`src/rtl/dma_irq_pkg.sv`:
```
// Package: shared constants and the class encoding for the DMA interrupt unit.
// Assumes at most 8 channels, so the mask enable byte sits at bits [15:8].
package dma_irq_pkg;
    localparam int NUM_CLASS = 5;
    localparam int REG_W     = 16;
    localparam int EN_LSB    = 8;
    localparam int MAX_CH    = 8;

    typedef enum logic [2:0] {
        CLS_TFR = 3'd0,
        CLS_BLK = 3'd1,
        CLS_SRC = 3'd2,
        CLS_DST = 3'd3,
        CLS_ERR = 3'd4
    } irq_class_e;

    localparam logic [1:0] BANK_RAW = 2'd0;
    localparam logic [1:0] BANK_STS = 2'd1;
    localparam logic [1:0] BANK_MSK = 2'd2;
    localparam logic [1:0] BANK_CLR = 2'd3;
    localparam logic [4:0] ADDR_SUM = 5'h1F;
endpackage

```
`src/rtl/dma_irq_class.sv`:
```
// Module: state for one event class. It holds a sticky raw bit per channel,
// set by event pulses and cleared by write-one-to-clear, and a mask bit per
// channel written through a per-channel enable byte.
// Assumes the write strobes are already decoded for this class.
module dma_irq_class
    import dma_irq_pkg::*;
#(
    parameter int NCH = 8
) (
    input  logic             clk,
    input  logic             rst_n,
    input  logic [NCH-1:0]   ev,
    input  logic             mask_we,
    input  logic             clr_we,
    input  logic [REG_W-1:0] wdata,
    output logic [NCH-1:0]   raw,
    output logic [NCH-1:0]   mask,
    output logic [NCH-1:0]   masked,
    output logic             any
);
    logic [NCH-1:0] clr_bits;
    logic [NCH-1:0] mask_en;
    logic [NCH-1:0] mask_next;

    // Decode the clear bits and the merged mask value for this class
    always_comb begin
        clr_bits  = clr_we ? wdata[NCH-1:0] : '0;
        mask_en   = mask_we ? wdata[EN_LSB +: NCH] : '0;
        mask_next = (mask & ~mask_en) | (wdata[NCH-1:0] & mask_en);
    end

    // Raw bits: clear first, then the event pulse sets, so an event wins
    always_ff @(posedge clk) begin
        if (!rst_n) raw <= '0;
        else        raw <= (raw & ~clr_bits) | ev;
    end

    // Mask bits: reset to all masked, update only the enabled channels
    always_ff @(posedge clk) begin
        if (!rst_n) mask <= '0;
        else        mask <= mask_next;
    end

    // Masked status and the class summary bit
    always_comb begin
        masked = raw & mask;
        any    = |masked;
    end

    // a pulse sets its raw bit by the next edge (R6: even with a clear)
    a_r1_event_sets: assert property (@(posedge clk) disable iff (!rst_n)
        (ev != '0) |=> ((raw & $past(ev)) == $past(ev)));

    // cleared bits without a concurrent event read 0 next cycle
    a_r5_clear_drops: assert property (@(posedge clk) disable iff (!rst_n)
        clr_we |=> ((raw & $past(wdata[NCH-1:0] & ~ev)) == '0));

    // channels without an enable keep their mask bit
    a_r3_mask_keep: assert property (@(posedge clk) disable iff (!rst_n)
        mask_we |=> (((mask ^ $past(mask)) & ~$past(wdata[EN_LSB +: NCH])) == '0));

    // with no event and no clear the raw bits hold
    a_r5_raw_hold: assert property (@(posedge clk) disable iff (!rst_n)
        (!clr_we && ev == '0) |=> $stable(raw));
endmodule

```
`src/rtl/dma_irq_regif.sv`:
```
// Module: register port decode. It turns address and strobe into per-class
// mask and clear strobes and selects read data from the class state.
// Assumes a single-cycle write strobe and combinational reads.
module dma_irq_regif
    import dma_irq_pkg::*;
#(
    parameter int NCH = 8
) (
    input  logic                           we,
    input  logic [4:0]                     addr,
    input  logic [NUM_CLASS-1:0][NCH-1:0]  raw,
    input  logic [NUM_CLASS-1:0][NCH-1:0]  mask,
    input  logic [NUM_CLASS-1:0][NCH-1:0]  masked,
    input  logic [NUM_CLASS-1:0]           summary,
    output logic [NUM_CLASS-1:0]           mask_we,
    output logic [NUM_CLASS-1:0]           clr_we,
    output logic [REG_W-1:0]               rdata
);
    logic [1:0] bank;
    logic [2:0] cls;
    logic       cls_ok;

    // Split the address into bank and class fields
    always_comb begin
        bank   = addr[4:3];
        cls    = addr[2:0];
        cls_ok = (cls < 3'(NUM_CLASS));
    end

    // One write strobe pair per class
    for (genvar c = 0; c < NUM_CLASS; c++) begin : g_strobe
        always_comb begin
            mask_we[c] = we && (bank == BANK_MSK) && (cls == 3'(c));
            clr_we[c]  = we && (bank == BANK_CLR) && (cls == 3'(c));
        end
    end

    // Read mux; clear registers read 0, address 0x1F reads the summary
    always_comb begin
        rdata = '0;
        if (addr == ADDR_SUM) begin
            rdata[NUM_CLASS-1:0] = summary;
        end else if (cls_ok) begin
            case (bank)
                BANK_RAW: rdata[NCH-1:0] = raw[cls];
                BANK_STS: rdata[NCH-1:0] = masked[cls];
                BANK_MSK: rdata[NCH-1:0] = mask[cls];
                default:  rdata          = '0;
            endcase
        end
    end

    // Strobes are exclusive: at most one class register written per cycle
    always_comb begin
        a_regif_onehot: assert ($onehot0({mask_we, clr_we}));
    end
endmodule

```
`src/rtl/dma_irq_ctrl.sv`:
```
// Module: top of the DMA interrupt status and mask unit. It bundles the
// event inputs, builds one class block per event type, and forms the
// per-channel and shared error interrupt lines from the masked status.
// Assumes NUM_CH <= 8 and single-cycle event pulses.
module dma_irq_ctrl
    import dma_irq_pkg::*;
#(
    parameter int NUM_CH = 8
) (
    input  logic              clk,
    input  logic              rst_n,
    input  logic [4:0]        reg_addr,
    input  logic [15:0]       reg_wdata,
    input  logic              reg_we,
    output logic [15:0]       reg_rdata,
    input  logic [NUM_CH-1:0] ev_tfr,
    input  logic [NUM_CH-1:0] ev_blk,
    input  logic [NUM_CH-1:0] ev_src,
    input  logic [NUM_CH-1:0] ev_dst,
    input  logic [NUM_CH-1:0] ev_err,
    output logic [NUM_CH-1:0] ch_irq,
    output logic              err_irq
);
    logic [NUM_CLASS-1:0][NUM_CH-1:0] ev_all;
    logic [NUM_CLASS-1:0][NUM_CH-1:0] raw;
    logic [NUM_CLASS-1:0][NUM_CH-1:0] mask;
    logic [NUM_CLASS-1:0][NUM_CH-1:0] masked;
    logic [NUM_CLASS-1:0]             summary;
    logic [NUM_CLASS-1:0]             mask_we;
    logic [NUM_CLASS-1:0]             clr_we;

    // Gather the event inputs by class code
    always_comb begin
        ev_all[CLS_TFR] = ev_tfr;
        ev_all[CLS_BLK] = ev_blk;
        ev_all[CLS_SRC] = ev_src;
        ev_all[CLS_DST] = ev_dst;
        ev_all[CLS_ERR] = ev_err;
    end

    for (genvar c = 0; c < NUM_CLASS; c++) begin : g_class
        dma_irq_class #(.NCH(NUM_CH)) u_class (
            .clk     (clk),
            .rst_n   (rst_n),
            .ev      (ev_all[c]),
            .mask_we (mask_we[c]),
            .clr_we  (clr_we[c]),
            .wdata   (reg_wdata),
            .raw     (raw[c]),
            .mask    (mask[c]),
            .masked  (masked[c]),
            .any     (summary[c])
        );
    end

    dma_irq_regif #(.NCH(NUM_CH)) u_regif (
        .we      (reg_we),
        .addr    (reg_addr),
        .raw     (raw),
        .mask    (mask),
        .masked  (masked),
        .summary (summary),
        .mask_we (mask_we),
        .clr_we  (clr_we),
        .rdata   (reg_rdata)
    );

    // Interrupt lines from the masked status
    always_comb begin
        ch_irq  = masked[CLS_TFR] | masked[CLS_BLK];
        err_irq = |masked[CLS_ERR];
    end

    // a write to a raw address with no events leaves raw state unchanged
    a_r2_raw_readonly: assert property (@(posedge clk) disable iff (!rst_n)
        (reg_we && reg_addr[4:3] == BANK_RAW && ev_all == '0) |=> $stable(raw));

    // the error line follows the error class summary
    a_r10_err_line: assert property (@(posedge clk) disable iff (!rst_n)
        err_irq == summary[CLS_ERR]);

    // an active channel line needs an unmasked transfer or block raw bit
    a_r9_ch_line: assert property (@(posedge clk) disable iff (!rst_n)
        (ch_irq & ~((raw[CLS_TFR] & mask[CLS_TFR]) | (raw[CLS_BLK] & mask[CLS_BLK]))) == '0);

    // a mask-all write with zero values leaves that class fully masked
    a_r4_mask_all: assert property (@(posedge clk) disable iff (!rst_n)
        (reg_we && reg_addr == 5'h10 && reg_wdata == 16'hFF00) |=> (mask[CLS_TFR] == '0));
endmodule

```
`config.mk`:
```
export PLATFORM = sky130hd
export DESIGN_NAME = dma_irq_ctrl
export DESIGN_NICKNAME = d
export VERILOG_FILES = /design/src/rtl/dma_irq_pkg.sv /design/src/rtl/dma_irq_class.sv /design/src/rtl/dma_irq_regif.sv /design/src/rtl/dma_irq_ctrl.sv
export SDC_FILE = /design/constraint.sdc
export NUM_CORES = 1
export LEC_CHECK = 0
export BUFFER_PORTS_ARGS = -buffer_cell sky130_fd_sc_hd__buf_4
export CORE_MARGIN = 5
export CORE_UTILIZATION = 51
export CTS_BUF_LIST = sky130_fd_sc_hd__clkbuf_8
export CTS_CLUSTER_SIZE = 16
export DETAILED_ROUTE_END_ITERATION = 12
export PLACE_DENSITY = 0.74
export REMOVE_ABC_BUFFERS = 1
export SYNTH_ARGS = -nofsm -noshare
export SYNTH_HDL_FRONTEND = slang
export SYNTH_SLANG_ARGS = --single-unit
```
`constraint.sdc`:
```
create_clock -name clk -period 4.1 [get_ports clk]
set_input_delay 0.615 -clock clk [delete_from_list [all_inputs] [get_ports clk]]
set_output_delay 0.615 -clock clk [all_outputs]
set_load 0.005 [all_outputs]
```
After elaboration in Yosys (flattened, before gate mapping) --
Cells that the tools add are included.
Operators by class: equal/unequal tests 8, mux-type cells 20, bitwise gates (word level) 41, magnitude comparators 2, reductions and logical operators 19
Operator list (number):
- $and A8 B8 Y8 | 20
- $mux W8 | 14
- $or A8 B8 Y8 | 11
- $not A8 Y8 | 10
- $bmux W8 S3 | 3
- $reduce_or A8 Y1 | 5
- $pmux W8 S3 | 1
- $logic_and A1 B1 Y1 | 12
- $eq A3 B2 Y1 const B | 2
- $eq A5 B5 Y1 const B | 1
- $mux W5 | 1
- $eq A2 B2 Y1 const B | 2
- $lt A3 B4 Y1 const B | 1
- $eq A3 B1 Y1 const B | 1
- $eq A3 B3 Y1 const B | 1
- $logic_not A3 Y1 | 1
- $lt A3 B3 Y1 const B | 1
- $mux W3 | 1
- $eq A2 B1 Y1 const B | 1
- $logic_not A2 Y1 | 1
Storage, ports and cells: output and inout bits 25, bits of input ports 64, register bits after elaboration 80, logic and storage cells 100

Longest topological paths before layout --
word-level depth 7, gate-level depth with buffers 8, mapped depth without buffers 5

Cells and area by module --
From an unflattened synthesis, not the netlist that was laid out.
Unflattened totals: cells, all modules 595, area, all modules 4765.8 sq um
By module, submodules not included:
- dma_irq_class | cells an instance 85, area an instance 685.7 sq um, instances 5, seq. area each 320.3 sq um
- dma_irq_regif | cells an instance 159, area an instance 1271.2 sq um, instances 1, seq. area each 0.0 sq um
- dma_irq_ctrl | cells an instance 11, area an instance 66.3 sq um, instances 1, seq. area each 0.0 sq um

Least setup slack after synthesis --
Ideal clock, no wire load.
path kind input to output, from in reg_addr[2], to out reg_rdata[4], arrival 1739 ps, required time 3485 ps, path buffers 2, stages 6, path slack 1746 ps, cells stage by stage buf_4 -> buf_2 -> nor2_2 -> a221oi_1 -> o22ai_1 -> a221o_1
Between the ends: cells in the longest elaborated chain, start to end 5, elaborated cells on any way between the ends 11, classes of those cells order compare (1); eq/ne (1); mux (9)
RTL lines:
- start: declaration | line dma_irq_ctrl.sv:12 | input logic [4:0] reg_addr,
- $bmux W8 S3 (on tied branches) | line dma_irq_regif.sv:47, dma_irq_regif.sv:45, dma_irq_regif.sv:46
- $mux W8 (on tied branches) | line dma_irq_regif.sv:47, dma_irq_regif.sv:45, dma_irq_regif.sv:46
- $pmux W8 S3 | line dma_irq_regif.sv:44 | case (bank)
- $mux W8 | line dma_irq_regif.sv:43 | end else if (cls_ok) begin
- $mux W5 * | line dma_irq_regif.sv:41 | if (addr == ADDR_SUM) begin
- end: declaration | line dma_irq_ctrl.sv:15 | output logic [15:0] reg_rdata,
Every way passes the cells marked *; elsewhere a longest branch is shown, timed or not. The select of a mux whose other input is x is not followed.

Worst setup path after layout --
from in reg_addr[0], to out reg_rdata[3]
Same word-level chain as after synthesis.

==> results.md <==
* GRT Overall Usage at 25.6%
* CTS Buffer Depth at 2
* Final period util at 79.6%
* Status: complete, no violations
* Crit end category: output pin
* First-pass GRT wire length at 22900 µm
* Vias in the first global route at 4388
* Leakage at 2.32 nW
* PortBufs at 80
* CP Depth at 7
* Final Max Slew Viols at 0
* Worst Setup EP: reg_rdata[3]
* Crit-path max FO at 56
* Max_cap viols at 0
* Post-synth EDFFs at 0
* Routed vias/inst at 5.96
* Syn avg cell area at 7.97 µm²
* Core area at 9150 µm²
* Tightest Hold Check Type: in -> reg
* P_int at 0.00123 W
* Die footprint at 11400 µm²
* DR pass1 iterations at 4
* Worst-path clk slew at 0.09 ns
* Max incr delay on CP at 0.52 ns
* Startpoint types: primary input
* Antenna Cells at 0
* CP cell instances: buf_4 -> inv_2 -> nor2_2 -> a221oi_1 -> o22a_1 -> o311ai_1 -> buf_4
* Ys flop type: dfxtp_1
* Comb pwr share at 13.6%
* IO Pins at 89
* Total gr overflow at 0
* Area growth, synth to finish at 15.7%
* Clock network fraction of total power at 36.6%
* Final setup TNS at 0 ns
* Adder-cell share of the synthesized area at 0%
* CTS H-tree depth at 3
* RSZ-0062 raised after global routing: no
* RR Endpoint: g_class[3].u_class.raw[6]$_SDFF_PN0_
* Unique cell type count in the Yosys netlist at 54
* Post-Synth XOR/XNOR Area at 0%
* Row cnt at 35
* Most frequent CP cell: buf_4
* Tot Pwr at 0.00168 W
* Top-count cell post-synth: nand2_1
* Post-CTS Resized at 0
* CTS hold repair buffers at 0
* Worst reg2reg setup slack at 3.40 ns
* Final Hold Vio Count at 0
* Bufs and invs on worst path at 3
* Final worst path period need at 3.26 ns
* Slew @ Worst Pin at 0.918 ns
* WS Path Type: in -> out
* Crit-path leading delay family: buffers and inverters
* Register area share after synthesis at 33.7%
* Top cell type's share of synthesized area at 33.7%
* CP required at 3.48 ns
* Netlist Area Pre-Place at 4760 µm²
* Sequential share of power at 49.9%
* Initial antenna violation count at 0
* Largest net degree at the start of global routing at 81
* Sw Share at 27.0%
* Routed Antenna Nets at 0
* Via count at 4574
* DRT Wirelength at 14500 µm
* Worst IR Drop VDD at 0.192 mV
* Relative slew slack at 38.4%
* Post-synthesis simple-gate area fraction at 30.3%
* Net Sw Power at 0.000454 W
* Ys Warns at 0
* Dominant cells by area after synthesis: dfxtp_1, mux2i_1, nor2b_1, nand2_1, a21oi_1
* Initial core utilization at 52.0%
* Critical Path AT at 2.65 ns
* Residual DRC at 0
* HPWL Detailed at 10100 µm
* Nets at 716
* TritonCTS clock tree: done
* Post-synthesis mux area share at 15.6%
* Mapped Cells at 597
* Critical hold path startpoint: ev_dst[6]
* Total CTS buffers at 9
* # fillers at 844
* GP Congestion at 0.913
* Clk Latency, worst-skew pair at 0.36 ns
* Root Driver: clkbuf_8
* Commonest cells post-synth: nand2_1, dfxtp_1, nor2b_1
* Worst R2R Path Depth at 2
* Setup crit start: reg_addr[0]
* Power Dens Cells at 306 nW/µm²
* Wire length per cell at 18.9 µm
* Flops & latches, synth at 80
* Slowest library cell on the worst path: buf_4
* Die Wd at 107 µm
* Clk sinks at 80
* Clock Skews at 0 ns
* Max Freq at 307 MHz
* Postcts setup bufs at 0
* DRT iter0 DRCs at 315
* Share of flip-flops with an asynchronous set or reset at 0%
* # setup viols final at 0
* Reg2reg start: g_class[3].u_class.raw[6]$_SDFF_PN0_
* Largest family of logic cells by synthesized area: simple AND/OR/NAND/NOR gates
* Share of layout cells above drive strength 1 at 18.7%
* Compound-Gate Fraction of Synth Area at 15.1%
* Post-synth top area cell: dfxtp_1
* Die Ht at 107 µm
[how the worst min path moves through the flow]
stage,end,slack (ns),cells after the start
4_1_cts,g_class[2].u_class.raw[0]$_SDFF_PN0_,0.47,3
3_3_place_gp,g_class[0].u_class.raw[2]$_SDFF_PN0_,0.52,2
6_report,g_class[3].u_class.raw[6]$_SDFF_PN0_,0.48,3
2_1_floorplan,g_class[4].u_class.raw[7]$_SDFF_PN0_,0.49,2
5_1_grt,g_class[1].u_class.raw[0]$_SDFF_PN0_,0.47,3
3_5_place_dp,g_class[2].u_class.raw[0]$_SDFF_PN0_,0.53,2
[worst min-delay path: cells and delay by family]
kind                   cells  cell delay (ns)
AO/OA/AOI/OAI              1             0.03
buffers and inverters      1             0.08
AND/OR/NAND/NOR            1             0.08
[cell type report]
type,instances,area (µm²),area share (%)
timing repair buffer,81,608,11.1
clock inverter,5,56.3,1.02
inverter,3,11.3,0.205
multi-input combinational,477,2940,53.3
clock buffer,11,151,2.75
sequential,80,1600,29.1
tap,111,139,2.52
[cell usage in the layout, fill, tap and decap left out, types with 4 or more instances in the layout]
cell type	instances
o22ai_1	5
a22oi_1	4
clkbuf_8	11
nor2b_1	80
nand4_1	8
o211ai_1	12
nand2b_1	9
nand2_1	122
buf_4	81
mux2i_1	62
o21ai_0	13
conb_1	8
nor2_1	15
mux2_2	7
nor2_2	9
a21oi_1	58
nand3_1	16
dfxtp_1	80
[per-layer routing]
metal  vias to the layer above  share of wire, %  GRT usage [%]
met1                      2146                43           33.9
met5                         -                 0              0
met4                         0               3.3           11.9
li1                       2169                 -              -
met2                       220                45           40.2
met3                        39               8.4           5.06
[power by group through the flow]
stage	logic (W)	clock network, W	registers, W
6_report	0.000229	0.000615	0.000839
5_1_grt	0.000247	0.000658	0.000843
4_1_cts	0.000226	0.000622	0.000838
3_5_place_dp	0.000226	0	0.000856
3_3_place_gp	0.000220	0	0.000854
2_1_floorplan	0.000101	0	0.000844
[metrics by stage]
stage	cell area, µm²	worst slack (ns)	instances	util (%)	hold WS [ns]
3_5_place_dp	5300	0.909	752	57.9	0.533
6_report	5500	0.838	768	60.1	0.476
3_3_place_gp	5300	0.960	752	57.9	0.519
5_1_grt	5500	0.768	768	60.1	0.473
2_1_floorplan	4550	1.87	560	-	0.489
4_1_cts	5500	0.910	768	60.1	0.472
[cell families (layout without fill, tap and decap cells)]
logic type      after synthesis  count (layout)
compound gates              117             117
simple gates                281             281
mux                          71              71
other cells                   1               8
buf+inv                      47             100
flops                        80              80
(Power assumes the default switching activity.)
